==> src/rtl/jub_pkg.sv <==
package jub_pkg;
  localparam int DW       = 32;
  localparam int AW       = 4;
  localparam int WR_LEN   = DW + AW + 2;
  localparam int RD_LEN   = AW + 2;
  localparam int CNT_MAX  = WR_LEN + 1;
  localparam int CNT_W    = $clog2(CNT_MAX + 1);
  localparam int FLAG_POS = DW + AW;
  localparam int N_MID    = 8;
  localparam int N_TAIL   = 3;
  localparam int N_HDR    = N_MID + N_TAIL;
  localparam int A_FIRST  = 1;
  localparam int A_START  = N_HDR;
  localparam int A_CLK    = 13;
  localparam int A_RES    = 14;

  typedef struct packed {
    logic          wr;
    logic          rd;
    logic [AW-1:0] addr;
    logic [DW-1:0] data;
  } cmd_t;
endpackage

==> src/rtl/jub_shifter.sv <==
module jub_shifter
  import jub_pkg::*;
(
  input  logic              tck,
  input  logic              rst_n,
  input  logic              cap,
  input  logic              sft,
  input  logic              upd,
  input  logic              tdi,
  input  logic [DW-1:0]     load_word,
  output logic [WR_LEN-1:0] sr,
  output logic [CNT_W-1:0]  cnt,
  output logic              tdo
);
  always_ff @(posedge tck) begin
    if (!rst_n) begin
      sr  <= '0;
      cnt <= '0;
    end else if (cap) begin
      sr  <= {{(WR_LEN-DW){1'b0}}, load_word};
      cnt <= '0;
    end else if (sft) begin
      sr  <= {tdi, sr[WR_LEN-1:1]};
      if (cnt != CNT_W'(CNT_MAX)) cnt <= cnt + 1'b1;
    end else if (upd) begin
      cnt <= '0;
    end
  end

  assign tdo = sr[0];


  cnt_bound_chk: assert property (@(posedge tck) disable iff (!rst_n)
    cnt <= CNT_W'(CNT_MAX));
endmodule

==> src/rtl/jub_decode.sv <==
module jub_decode
  import jub_pkg::*;
(
  input  logic              upd,
  input  logic [WR_LEN-1:0] sr,
  input  logic [CNT_W-1:0]  cnt,
  output cmd_t              cmd
);
  localparam int RD_BASE = WR_LEN - RD_LEN;

  logic len_wr, len_rd, par_wr, par_rd;

  always_comb begin
    len_wr = (cnt == CNT_W'(WR_LEN));
    len_rd = (cnt == CNT_W'(RD_LEN));
    par_wr = ^sr;
    par_rd = ^sr[WR_LEN-1:RD_BASE];
    cmd.wr   = upd && len_wr && sr[FLAG_POS] && par_wr;
    cmd.rd   = upd && len_rd && !sr[FLAG_POS] && par_rd;
    cmd.addr = sr[DW +: AW];
    cmd.data = sr[DW-1:0];
  end
endmodule

==> src/rtl/jub_result.sv <==
module jub_result
  import jub_pkg::*;
(
  input  logic          tck,
  input  logic          rst_n,
  input  logic          pop,
  input  logic          in_valid,
  input  logic [DW-1:0] in_data,
  output logic          in_ready,
  output logic [DW-1:0] result_word
);
  logic          pend;
  logic [DW-1:0] held;
  logic          acc;

  assign in_ready    = !pend || pop;
  assign acc         = in_valid && in_ready;
  assign result_word = pend ? held : '1;

  always_ff @(posedge tck) begin
    if (!rst_n) begin
      pend <= 1'b0;
      held <= '0;
    end else if (acc) begin
      pend <= 1'b1;
      held <= in_data;
    end else if (pop) begin
      pend <= 1'b0;
    end
  end


  keep_new_chk: assert property (@(posedge tck) disable iff (!rst_n)
    (in_valid && pop) |=> (result_word == $past(in_data)));

  pop_empty_chk: assert property (@(posedge tck) disable iff (!rst_n)
    (pop && !in_valid) |=> (result_word == '1));

  no_overwrite_chk: assert property (@(posedge tck) disable iff (!rst_n)
    (pend && !pop) |=> $stable(held));
endmodule

==> src/rtl/jub_regbank.sv <==
module jub_regbank
  import jub_pkg::*;
(
  input  logic                 tck,
  input  logic                 rst_n,
  input  cmd_t                 cmd,
  input  logic [DW-1:0]        result_word,
  output logic [N_MID*DW-1:0]  midstate,
  output logic [N_TAIL*DW-1:0] hdr_tail,
  output logic [DW-1:0]        clk_setting,
  output logic                 work_start,
  output logic [DW-1:0]        rd_word,
  output logic                 pop
);
  logic [DW-1:0] hdr [N_HDR];
  logic [DW-1:0] clk_q;
  logic [DW-1:0] mux_word;

  genvar gi;
  generate
    for (gi = 0; gi < N_HDR; gi++) begin : g_word
      always_ff @(posedge tck) begin
        if (!rst_n) hdr[gi] <= '0;
        else if (cmd.wr && cmd.addr == AW'(A_FIRST + gi)) hdr[gi] <= cmd.data;
      end
      if (gi < N_MID) begin : g_mid
        assign midstate[gi*DW +: DW] = hdr[gi];
      end else begin : g_tail
        assign hdr_tail[(gi-N_MID)*DW +: DW] = hdr[gi];
      end
    end
  endgenerate

  always_comb begin
    mux_word = '0;
    for (int k = 0; k < N_HDR; k++)
      if (cmd.addr == AW'(A_FIRST + k)) mux_word = hdr[k];
    if (cmd.addr == AW'(A_CLK)) mux_word = clk_q;
    if (cmd.addr == AW'(A_RES)) mux_word = result_word;
  end

  assign pop         = cmd.rd && cmd.addr == AW'(A_RES);
  assign clk_setting = clk_q;

  always_ff @(posedge tck) begin
    if (!rst_n) begin
      clk_q      <= '0;
      rd_word    <= '0;
      work_start <= 1'b0;
    end else begin
      if (cmd.wr && cmd.addr == AW'(A_CLK)) clk_q <= cmd.data;
      if (cmd.rd) rd_word <= mux_word;
      work_start <= cmd.wr && cmd.addr == AW'(A_START);
    end
  end


  start_pulse_chk: assert property (@(posedge tck) disable iff (!rst_n)
    work_start |=> !work_start);

  clk_hold_chk: assert property (@(posedge tck) disable iff (!rst_n)
    !(cmd.wr && cmd.addr == AW'(A_CLK)) |=> $stable(clk_q));

  latch_hold_chk: assert property (@(posedge tck) disable iff (!rst_n)
    !cmd.rd |=> $stable(rd_word));
endmodule

==> src/rtl/jtag_reg_bridge.sv <==
module jtag_reg_bridge
  import jub_pkg::*;
(
  input  logic                 tck,
  input  logic                 rst_n,
  input  logic                 usr_sel,
  input  logic                 capture_dr,
  input  logic                 shift_dr,
  input  logic                 update_dr,
  input  logic                 tdi,
  output logic                 tdo,
  input  logic                 nonce_valid,
  input  logic [DW-1:0]        nonce_data,
  output logic                 nonce_ready,
  output logic [N_MID*DW-1:0]  midstate,
  output logic [N_TAIL*DW-1:0] hdr_tail,
  output logic [DW-1:0]        clk_setting,
  output logic                 work_start
);
  logic              cap, sft, upd;
  logic [WR_LEN-1:0] sr;
  logic [CNT_W-1:0]  cnt;
  logic [DW-1:0]     rd_word, result_word;
  logic              pop;
  cmd_t              cmd;

  assign cap = usr_sel && capture_dr;
  assign sft = usr_sel && shift_dr;
  assign upd = usr_sel && update_dr;

  jub_shifter u_shift (
    .tck(tck), .rst_n(rst_n), .cap(cap), .sft(sft), .upd(upd), .tdi(tdi),
    .load_word(rd_word), .sr(sr), .cnt(cnt), .tdo(tdo)
  );

  jub_decode u_dec (.upd(upd), .sr(sr), .cnt(cnt), .cmd(cmd));

  jub_regbank u_bank (
    .tck(tck), .rst_n(rst_n), .cmd(cmd), .result_word(result_word),
    .midstate(midstate), .hdr_tail(hdr_tail), .clk_setting(clk_setting),
    .work_start(work_start), .rd_word(rd_word), .pop(pop)
  );

  jub_result u_res (
    .tck(tck), .rst_n(rst_n), .pop(pop), .in_valid(nonce_valid),
    .in_data(nonce_data), .in_ready(nonce_ready), .result_word(result_word)
  );


  one_cmd_chk: assert property (@(posedge tck) disable iff (!rst_n)
    !(cmd.wr && cmd.rd));

  sel_gate_chk: assert property (@(posedge tck) disable iff (!rst_n)
    !usr_sel |=> $stable(sr));

  cap_load_chk: assert property (@(posedge tck) disable iff (!rst_n)
    cap |=> (sr[DW-1:0] == $past(rd_word)));
endmodule

==> config.mk <==
export PLATFORM = sky130hd
export DESIGN_NAME = jtag_reg_bridge
export DESIGN_NICKNAME = d
export VERILOG_FILES = /design/src/rtl/jub_pkg.sv /design/src/rtl/jub_shifter.sv /design/src/rtl/jub_decode.sv /design/src/rtl/jub_result.sv /design/src/rtl/jub_regbank.sv /design/src/rtl/jtag_reg_bridge.sv
export SDC_FILE = /design/constraint.sdc
export NUM_CORES = 1
export LEC_CHECK = 0
export BUFFER_PORTS_ARGS = -buffer_cell sky130_fd_sc_hd__buf_2
export CORE_ASPECT_RATIO = 0.75
export CORE_MARGIN = 4
export CORE_UTILIZATION = 45
export CTS_BUF_LIST = sky130_fd_sc_hd__clkbuf_16
export DETAILED_ROUTE_END_ITERATION = 16
export PLACE_DENSITY = 0.7
export SYNTH_ARGS = -nofsm -noshare
export SYNTH_HDL_FRONTEND = slang
export SYNTH_SLANG_ARGS = --single-unit
export TNS_END_PERCENT = 100
==> constraint.sdc <==
create_clock -name tck -period 13.5 [get_ports tck]
set_input_delay 0.675 -clock tck [delete_from_list [all_inputs] [get_ports tck]]
set_output_delay 0.675 -clock tck [all_outputs]
set_load 0.02 [all_outputs]
# Yosys cells after proc, flatten, opt, wreduce, memory -nomap -nowiden
# Memory sizes are Yosys's and may differ from the RTL's.
# Cells that the tools add are included.
[word_totals]
register_bits = 142
ram_bits = 352
input_bits = 40
out_inout_bits = 387
memories = 1
[op_classes]
add_sub_neg = 1
eq_ne = 17
n_mux = 66
bitwise_logic = 12
reduce_logical = 33
[mem_list]
columns = ["memory", "words", "word_bits", "read_ports", "rd_ports_with_merged_regs", "write_ports", "line", "source"]
rows = [
  ["u_bank.hdr", 11, 32, 11, 0, 11, "jub_regbank.sv:15", "logic [DW-1:0] hdr [N_HDR];"],
]
[op_table]
columns = ["operator", "count"]
rows = [
  ["two-way mux 32 bit", 27],
  ["XOR reduction 38 bit", 1],
  ["two-way mux 1 bit", 36],
  ["equality test 4 bit (second input constant)", 6],
  ["logical AND 1 bit", 23],
  ["two-way mux 6 bit", 3],
  ["equality test 4 x 3 -> 1 bit (second input constant)", 4],
  ["OR 1 bit", 11],
  ["equality test 4 x 2 -> 1 bit (second input constant)", 2],
  ["adder 6 x 1 -> 6 bit (second input constant)", 1],
  ["equality test 6 x 3 -> 1 bit (second input constant)", 1],
  ["equality test 6 bit (second input constant)", 1],
  ["inequality test 6 bit (second input constant)", 1],
  ["nonzero test 2 bit", 3],
  ["XOR reduction 6 bit", 1],
  ["equality test 4 x 1 -> 1 bit (second input constant)", 1],
  ["zero test 1 bit", 2],
  ["inequality test 2 x 1 -> 1 bit (second input constant)", 1],
  ["AND reduction 2 bit", 1],
  ["OR reduction 2 bit", 1],
  ["logical OR 1 bit", 1],
  ["NOT 1 bit", 1],
]

# Logic depth before layout (Yosys ltp)
# Gate-level depths: netlist (run 1).
[logic_depth]
word_depth = 14
depth_mapped = 11
depth_no_buf = 8

# Hierarchy
# Synthesis (run 1) repeated with hierarchy kept, for this count alone.
[unflattened]
hier_cells = 2218
area_unflattened_um2 = 24303.3
[by_module_without_submodules]
columns = ["module", "n_inst", "cells_each", "area_per_inst_um2", "seq_area_each_um2"]
rows = [
  ["jub_regbank", 1, 1727, 20004.2, 11871.4],
  ["jub_shifter", 1, 232, 2064.5, 880.8],
  ["jub_result", 1, 179, 1564.0, 660.6],
  ["jub_decode", 1, 77, 651.9, 0.0],
  ["jtag_reg_bridge", 1, 3, 18.8, 0.0],
]

# Least setup slack after synthesis (run 1)
# OpenSTA, ideal clock, no wires.
[synth_timing]
path_kind = "register -> register"
start = "register u_shift.sr[32]"
end = "memory u_bank.hdr[1][0] (netlist: u_bank.hdr[0][32]) (enable)"
setup_ns = 0.470
arrival_time_ns = 4.577
path_slack_ns = 8.453
path_stages_with_launch = 10
period_less_slack_ns = 5.047
path_cell_list = "dfxtp_1 inv_1 ha_1 xnor2_1 xnor2_2 xnor3_1 xnor2_2 buf_6 buf_2 o31ai_1"
[synth_rtl]
columns = ["item", "line", "source"]
rows = [
  ["start: declaration", "jub_shifter.sv:11", "output logic [WR_LEN-1:0] sr,"],
  ["start signal: assignment", "jub_shifter.sv:20", "sr <= {{(WR_LEN-DW){1'b0}}, load_word};"],
  ["start signal: assignment", "jub_shifter.sv:23", "sr <= {tdi, sr[WR_LEN-1:1]};"],
  ["end: declaration", "jub_regbank.sv:15", ""],
]

==> results.py, run 1 <==
metrics = {
    "status": {
        "status": "finished clean",
    },
    "synthesis": {
        "syn_avg_cell_area_um2": 10.9,
        "yosysWarnings": 0,
        "async_reset_ff_share_pct": 0,
        "synthTopCellsByArea": "edfxtp_1 (45%), dfxtp_1 (12%), nor4_1 (8.5%)",
        "yosysTopAreaCell": "edfxtp_1",
        "syn-num-nets": 2189,
        "yosysUniqueCellTypes": 47,
        "synth_edf_count": 352,
        "ys_seq_elements": 494,
        "ys_seq_area_share_pct": 57.5,
        "synth_cells": 2139,
        "synth_area_mm2": 0.0233,
        "synth_ff_type": "edfxtp_1",
        "netlist.area_leader.share_pct": 45.3,
    },
    "layout": {
        "final_util_pct": 53.7,
        "syn2layout_area_growth_pct": 16.7,
        "final_common_cell": "buf_2",
        "regArea_mm2": 0.0134,
        "multi_input_area_mm2": 0.00879,
        "drive_gt1_share_pct": 26.1,
        "num_antenna_cells": 0,
        "fill_cells": 4466,
        "nets": 2443,
        "mostFrequentLayoutCells": "buf_2 (425), edfxtp_1 (352), nand2_1 (318), nor4_1 (318), dfxtp_1 (142)",
    },
    "place": {
        "portBuffers": 426,
        "gp_congestion": 0.913,
        "dp_hpwl_um": 58000,
    },
    "cts": {
        "cts_resized": 0,
        "cts_tree": "built",
        "cts_root_buf": "clkbuf_16",
        "holdBufCountCts": 0,
        "clk_latency_ps": 570,
        "numCtsBuffers": 50,
        "cts_setup_buffers": 0,
        "clk_pin_slew_ps": 60,
        "clock_path_buffers": 3,
        "cts_num_sinks": 494,
        "htree_levels": 2,
    },
    "die": {
        "die_h_um": 205,
        "die-area_mm2": 0.0556,
        "initial_core_util_pct": 46.0,
        "die_w_um": 271,
        "rows": 71,
        "io_pins": 427,
        "coreArea_mm2": 0.0507,
    },
    "hold_path": {
        "min_from": "nonce_data[16]",
        "min_to": "u_res.held[16]",
        "min_path_type": "input port to flop",
        "min_path_cells": 3,
    },
    "route": {
        "firstDrtPassIters": 6,
        "num_vias": 20600,
        "ant_nets": 0,
        "drtIter0Drc": 3107,
        "wl_um": 87900,
        "drc": 0,
        "wl_per_cell_um": 28.1,
        "via_per_inst": 6.61,
    },
    "sta": {
        "finClkSkew_ps": 16.3,
        "fin_crit_ps": 4800,
        "fin_hold_ws_ps": 349,
        "hold_violations": 0,
        "tightest_slew_ps": 1390,
        "finalSetupViolCount": 0,
        "tns_ps": 0,
        "slew_violations": 0,
        "max_clock_freq_mhz": 209,
        "rsz0062_at_grt": "false",
        "slew_headroom_pct": 7.35,
        "finalCritPeriodShare_pct": 35.5,
    },
    "critical_path": {
        "cp.required_ps": 13760,
        "regToRegSetupSlack_ps": 8700,
        "r2r_end": "u_bank.hdr[0][8]",
        "start_kind": "flop",
        "reg2reg_depth": 10,
        "crit_type": "flop to flop",
        "r2r-start": "u_shift.sr[32]",
        "worstPathArrival_ps": 5050,
        "cp-end-kind": "flop",
        "critPathMaxFanout": 108,
    },
    "power_and_ir_drop": {
        "p_comb_share_pct": 24.7,
        "intPower_mw": 2.60,
        "p_total_mw": 4.15,
        "ir_drop_mv": 0.413,
        "swShare_pct": 37.2,
        "share_seq_of_total_power_pct": 42.2,
        "clkPwrFrac_pct": 33.1,
        "total_leakage_power_nw": 9.56,
        "p_sw_mw": 1.54,
        "power_density_mw_per_mm2": 152,
    },
    "global_route": {
        "grt_pass1_vias": 19300,
        "grt_antenna_before_repair": 1,
        "track_usage_pct": 30.1,
        "grt_pass1_wl_um": 127000,
        "grt_max_degree": 188,
        "grt.overflow.total": 0,
    },
    "run": {
        "maxCapViolations": 0,
    },
}
==> synth_stat cells, drive strengths merged, types with 33 or more instances <==
master and number:
o211ai 99, nor3 36, nor4b 33, nor2 75
a221oi 64, a21oi 73, nand2 320, edfxtp 352
nor4 320, dfxtp 142, a31o 33, clkbuf 224
a21boi 33, mux2i 34, nand3 34, o22ai 64
buf 51
==> per-stage QoR <==
| step | worst slack, ps | cells | area, um2 |
|---|---|---|---|
| after global routing | 8530 | 3125 | 27200 |
| after detailed placement | 8840 | 3034 | 25600 |
| after global placement | 8930 | 3034 | 25600 |
| after CTS | 8830 | 3125 | 27200 |
| after floorplan | 8450 | 2139 | 23300 |
| final | 8700 | 3125 | 27200 |
==> flip-flops by register name, indices dropped and copies added, names as in the netlist <==
register            flops
u_res.pend              1
u_bank.rd_word         32
u_bank.work_start       1
u_shift.sr             38
u_res.held             32
u_shift.cnt             6
u_bank.hdr            352
u_bank.clk_setting     32
==> metal layers <==
layer	wire [um]	global-route usage [%]	vias to the layer above
met5	0	0	-
met4	3700	11.3	0
met3	11200	7.55	182
met2	40100	47.5	1546
met1	32900	40.6	10100
li1	-	-	8814
==> worst max path at each step <==
stage                         startpoint                 to  slack [ps]  depth (start not counted)
after global placement    u_shift.sr[32]  u_bank.hdr[0][11]        8930                         10
after global routing      u_shift.sr[32]  u_bank.hdr[2][26]        8530                         10
final                     u_shift.sr[32]   u_bank.hdr[0][8]        8700                         10
after detailed placement  u_shift.sr[32]   u_bank.hdr[0][7]        8840                         10
after floorplan           u_shift.sr[32]  u_bank.hdr[0][32]        8450                          9
after CTS                 u_shift.sr[32]  u_bank.hdr[2][22]        8830                         10
==> worst max-delay path, cell delays in order (launching register included) <==
cell and delay, ps:
dfxtp_1 420, inv_1 120, ha_2 300, xnor2_1 160, xnor2_2 330, xnor3_1 500
xnor2_4 210, buf_4 880, buf_4 980, o31ai_4 140, buf_4 340
==> cells by family (layout without fill, tap and decap cells) <==
logic type      count (synthesis)  count (layout)  synth area share, %
xor+xnor                       35              35                 1.50
mux                            34              34                 1.51
buf+inv                       283             576                 5.85
flops                         494             494                 57.5
compound gates                447             447                 14.1
simple gates                  836             836                 19.0
fa+ha+maj                      10              10                0.536
==> power groups by stage <==
stage	clock (mW)	sequential, mW	combinational, mW
after floorplan	0	1.83	1.01
after global placement	0	1.78	0.978
after detailed placement	0	1.78	0.996
after CTS	1.38	1.75	0.995
after global routing	1.45	1.75	1.07
final	1.37	1.75	1.02
==> layout make-up <==
cell class	instances	share of cell area [%]
clock inverter	38	0.947
timing repair buffer	477	9.31
sequential	494	49.3
inverter	8	0.110
multi-input combinational	1362	32.3
clock buffer	53	4.87
tap	693	3.19
(Power assumes the default switching activity.)
==> run 2: changes to the inputs <==
PLACE_DENSITY = 0.72   (was 0.7)
clock period = 3.9 ns   (was 13.5 ns; I/O delays follow)
==> results.py, run 2 (synthesized netlist as in run 1, its figures left out) <==
metrics = {
    "status": {
        "status": "finished clean",
    },
    "die": {
        "coreArea_mm2": 0.0507,
        "rows": 71,
        "io_pins": 427,
        "initial_core_util_pct": 46.0,
        "die-area_mm2": 0.0556,
        "die_h_um": 205,
        "die_w_um": 271,
    },
    "cts": {
        "htree_levels": 2,
        "clk_pin_slew_ps": 60,
        "clock_path_buffers": 3,
        "cts_tree": "built",
        "numCtsBuffers": 50,
        "cts_root_buf": "clkbuf_16",
        "cts_num_sinks": 494,
        "clk_latency_ps": 600,
        "cts_resized": 0,
    },
    "critical_path": {
        "regToRegSetupSlack_ps": 180,
        "critPathMaxFanout": 19,
        "crit_buf_inv": 2,
        "start_kind": "flop",
        "crit_type": "flop to flop",
        "path_delay_family": "XOR/XNOR gates",
        "reg2reg_depth": 8,
        "critPathSlowestCell": "o31ai_4",
        "r2r_end": "u_bank.hdr[2][56]",
        "r2r-start": "u_shift.sr[32]",
        "crit_chain": "inv_1 -> ha_2 -> xnor2_1 -> xnor2_2 -> xnor3_1 -> xnor2_4 -> o31ai_4 -> buf_12",
        "critPathMaxStageDelay_ps": 1020,
        "cp.required_ps": 4200,
        "cp-end-kind": "flop",
        "worstPathArrival_ps": 4020,
    },
    "sta": {
        "hold_violations": 0,
        "tns_ps": 0,
        "fin_crit_ps": 3720,
        "final.setup.worst_slack_ps": 177,
        "slew_violations": 0,
        "finalSetupViolCount": 0,
        "tightest_slew_ps": 1150,
        "rsz0062_at_grt": "false",
        "slew_headroom_pct": 23.4,
        "finClkSkew_ps": 26.1,
        "max_clock_freq_mhz": 269,
        "finalCritPeriodShare_pct": 95.5,
    },
    "layout": {
        "mostFrequentLayoutCells": "buf_2 (425), edfxtp_1 (352), nand2_1 (318), nor4_1 (318), dfxtp_1 (142)",
        "nets": 2509,
        "drive_gt1_share_pct": 26.6,
        "layout.cell_area.non_filler_mm2": 0.0279,
        "top_regs": "u_bank.hdr: 352 flops, u_shift.sr: 38 flops",
        "final_common_cell": "buf_2",
        "regMostFlops": "u_bank.hdr",
        "fill_cells": 4405,
        "syn2layout_area_growth_pct": 19.6,
        "num_antenna_cells": 0,
        "largest_reg_flops": 352,
    },
    "hold_path": {
        "min_path_cells": 3,
        "min_to": "u_shift.cnt[1]",
        "min_path_type": "input port to flop",
        "min_from": "shift_dr",
    },
    "place": {
        "placed_cell_area_mm2": 0.0260,
        "portBuffers": 426,
        "pre_cts_slack_ps": 201,
        "dp_hpwl_um": 59900,
        "gp_congestion": 0.924,
    },
    "power_and_ir_drop": {
        "total_leakage_power_nw": 9.87,
        "share_seq_of_total_power_pct": 41.2,
        "swShare_pct": 36.9,
        "p_sw_mw": 5.42,
        "clkPwrFrac_pct": 32.0,
        "p_total_mw": 14.7,
        "intPower_mw": 9.27,
        "power_density_mw_per_mm2": 526,
        "ir_drop_mv": 1.34,
        "p_comb_share_pct": 26.8,
    },
    "global_route": {
        "track_usage_pct": 30.6,
        "grt_pass1_vias": 20000,
        "grt_pass1_wl_um": 130000,
        "grt.overflow.total": 0,
        "grt_max_degree": 149,
        "grt_antenna_before_repair": 0,
    },
    "route": {
        "firstDrtPassIters": 7,
        "ant_nets": 0,
        "num_vias": 21100,
        "wl_um": 89300,
        "via_per_inst": 6.59,
        "wl_per_cell_um": 28.0,
        "drc": 0,
        "drtIter0Drc": 3345,
    },
    "run": {
        "maxCapViolations": 0,
    },
}
==> run 2: changes by cell type in the layout (fill, tap and decap cells not counted), sizes merged <==
cell,change
clkinv,+7
bufinv,-1
dlygate4sd3,+36
inv,-3
buf,+30
==> run 2: worst max-delay path by stage <==
stage | cells after the start | endpoint | start
floorplan | 9 | u_bank.hdr[1][0] | u_shift.sr[32]
global placement | 8 | u_bank.hdr[2][57] | u_shift.sr[32]
finish | 8 | u_bank.hdr[2][56] | u_shift.sr[32]
detailed placement | 8 | u_bank.hdr[2][56] | u_shift.sr[32]
CTS | 8 | u_bank.hdr[2][50] | u_shift.sr[32]
global route | 8 | u_bank.hdr[2][50] | u_shift.sr[32]
==> run 2: worst min-delay path: stages <==
cell      delay (ps)
buf_2            150
o211ai_1         110
a21oi_1          130
==> run 2: area by class of cell <==
type	count	area (um2)	area share (%)
Multi-Input combinational cell	1362	8790	31.5
Timing Repair Buffer	543	3230	11.6
Clock buffer	53	1330	4.75
Sequential cell	494	13400	48.1
Clock inverter	41	244	0.874
Tap cell	693	867	3.11
Inverter	8	30.0	0.108
==> run 2: power by group through the flow <==
stage	Combinational, mW	Clock, mW	Sequential, mW
5_1_grt	4.14	4.93	6.07
3_5_place_dp	3.80	0	6.16
3_3_place_gp	3.72	0	6.15
6_report	3.94	4.70	6.06
4_1_cts	3.85	4.72	6.05
2_1_floorplan	3.57	0	6.33
==> run 2: layer usage <==
layer	up-vias	part of all wire, %	track usage, %
li1	8956	-	-
met1	10300	36	39.8
met2	1614	46	48.8
met3	231	13	8.04
met4	0	4.7	13.5
met5	-	0	0
==> run 2: per-stage QoR <==
step,util [%],instances,hold WS (ps)
floorplan,-,2139,330
global placement,51.2,3064,444
detailed placement,51.2,3064,448
CTS,55.0,3194,2.31
global route,55.0,3194,54.8
finish,55.0,3194,40.2
==> run 2: timing repair <==
action,4_1_cts,5_1_grt
hold endpoints to repair,35,0
setup buffers,0,0
hold buffers,36,0
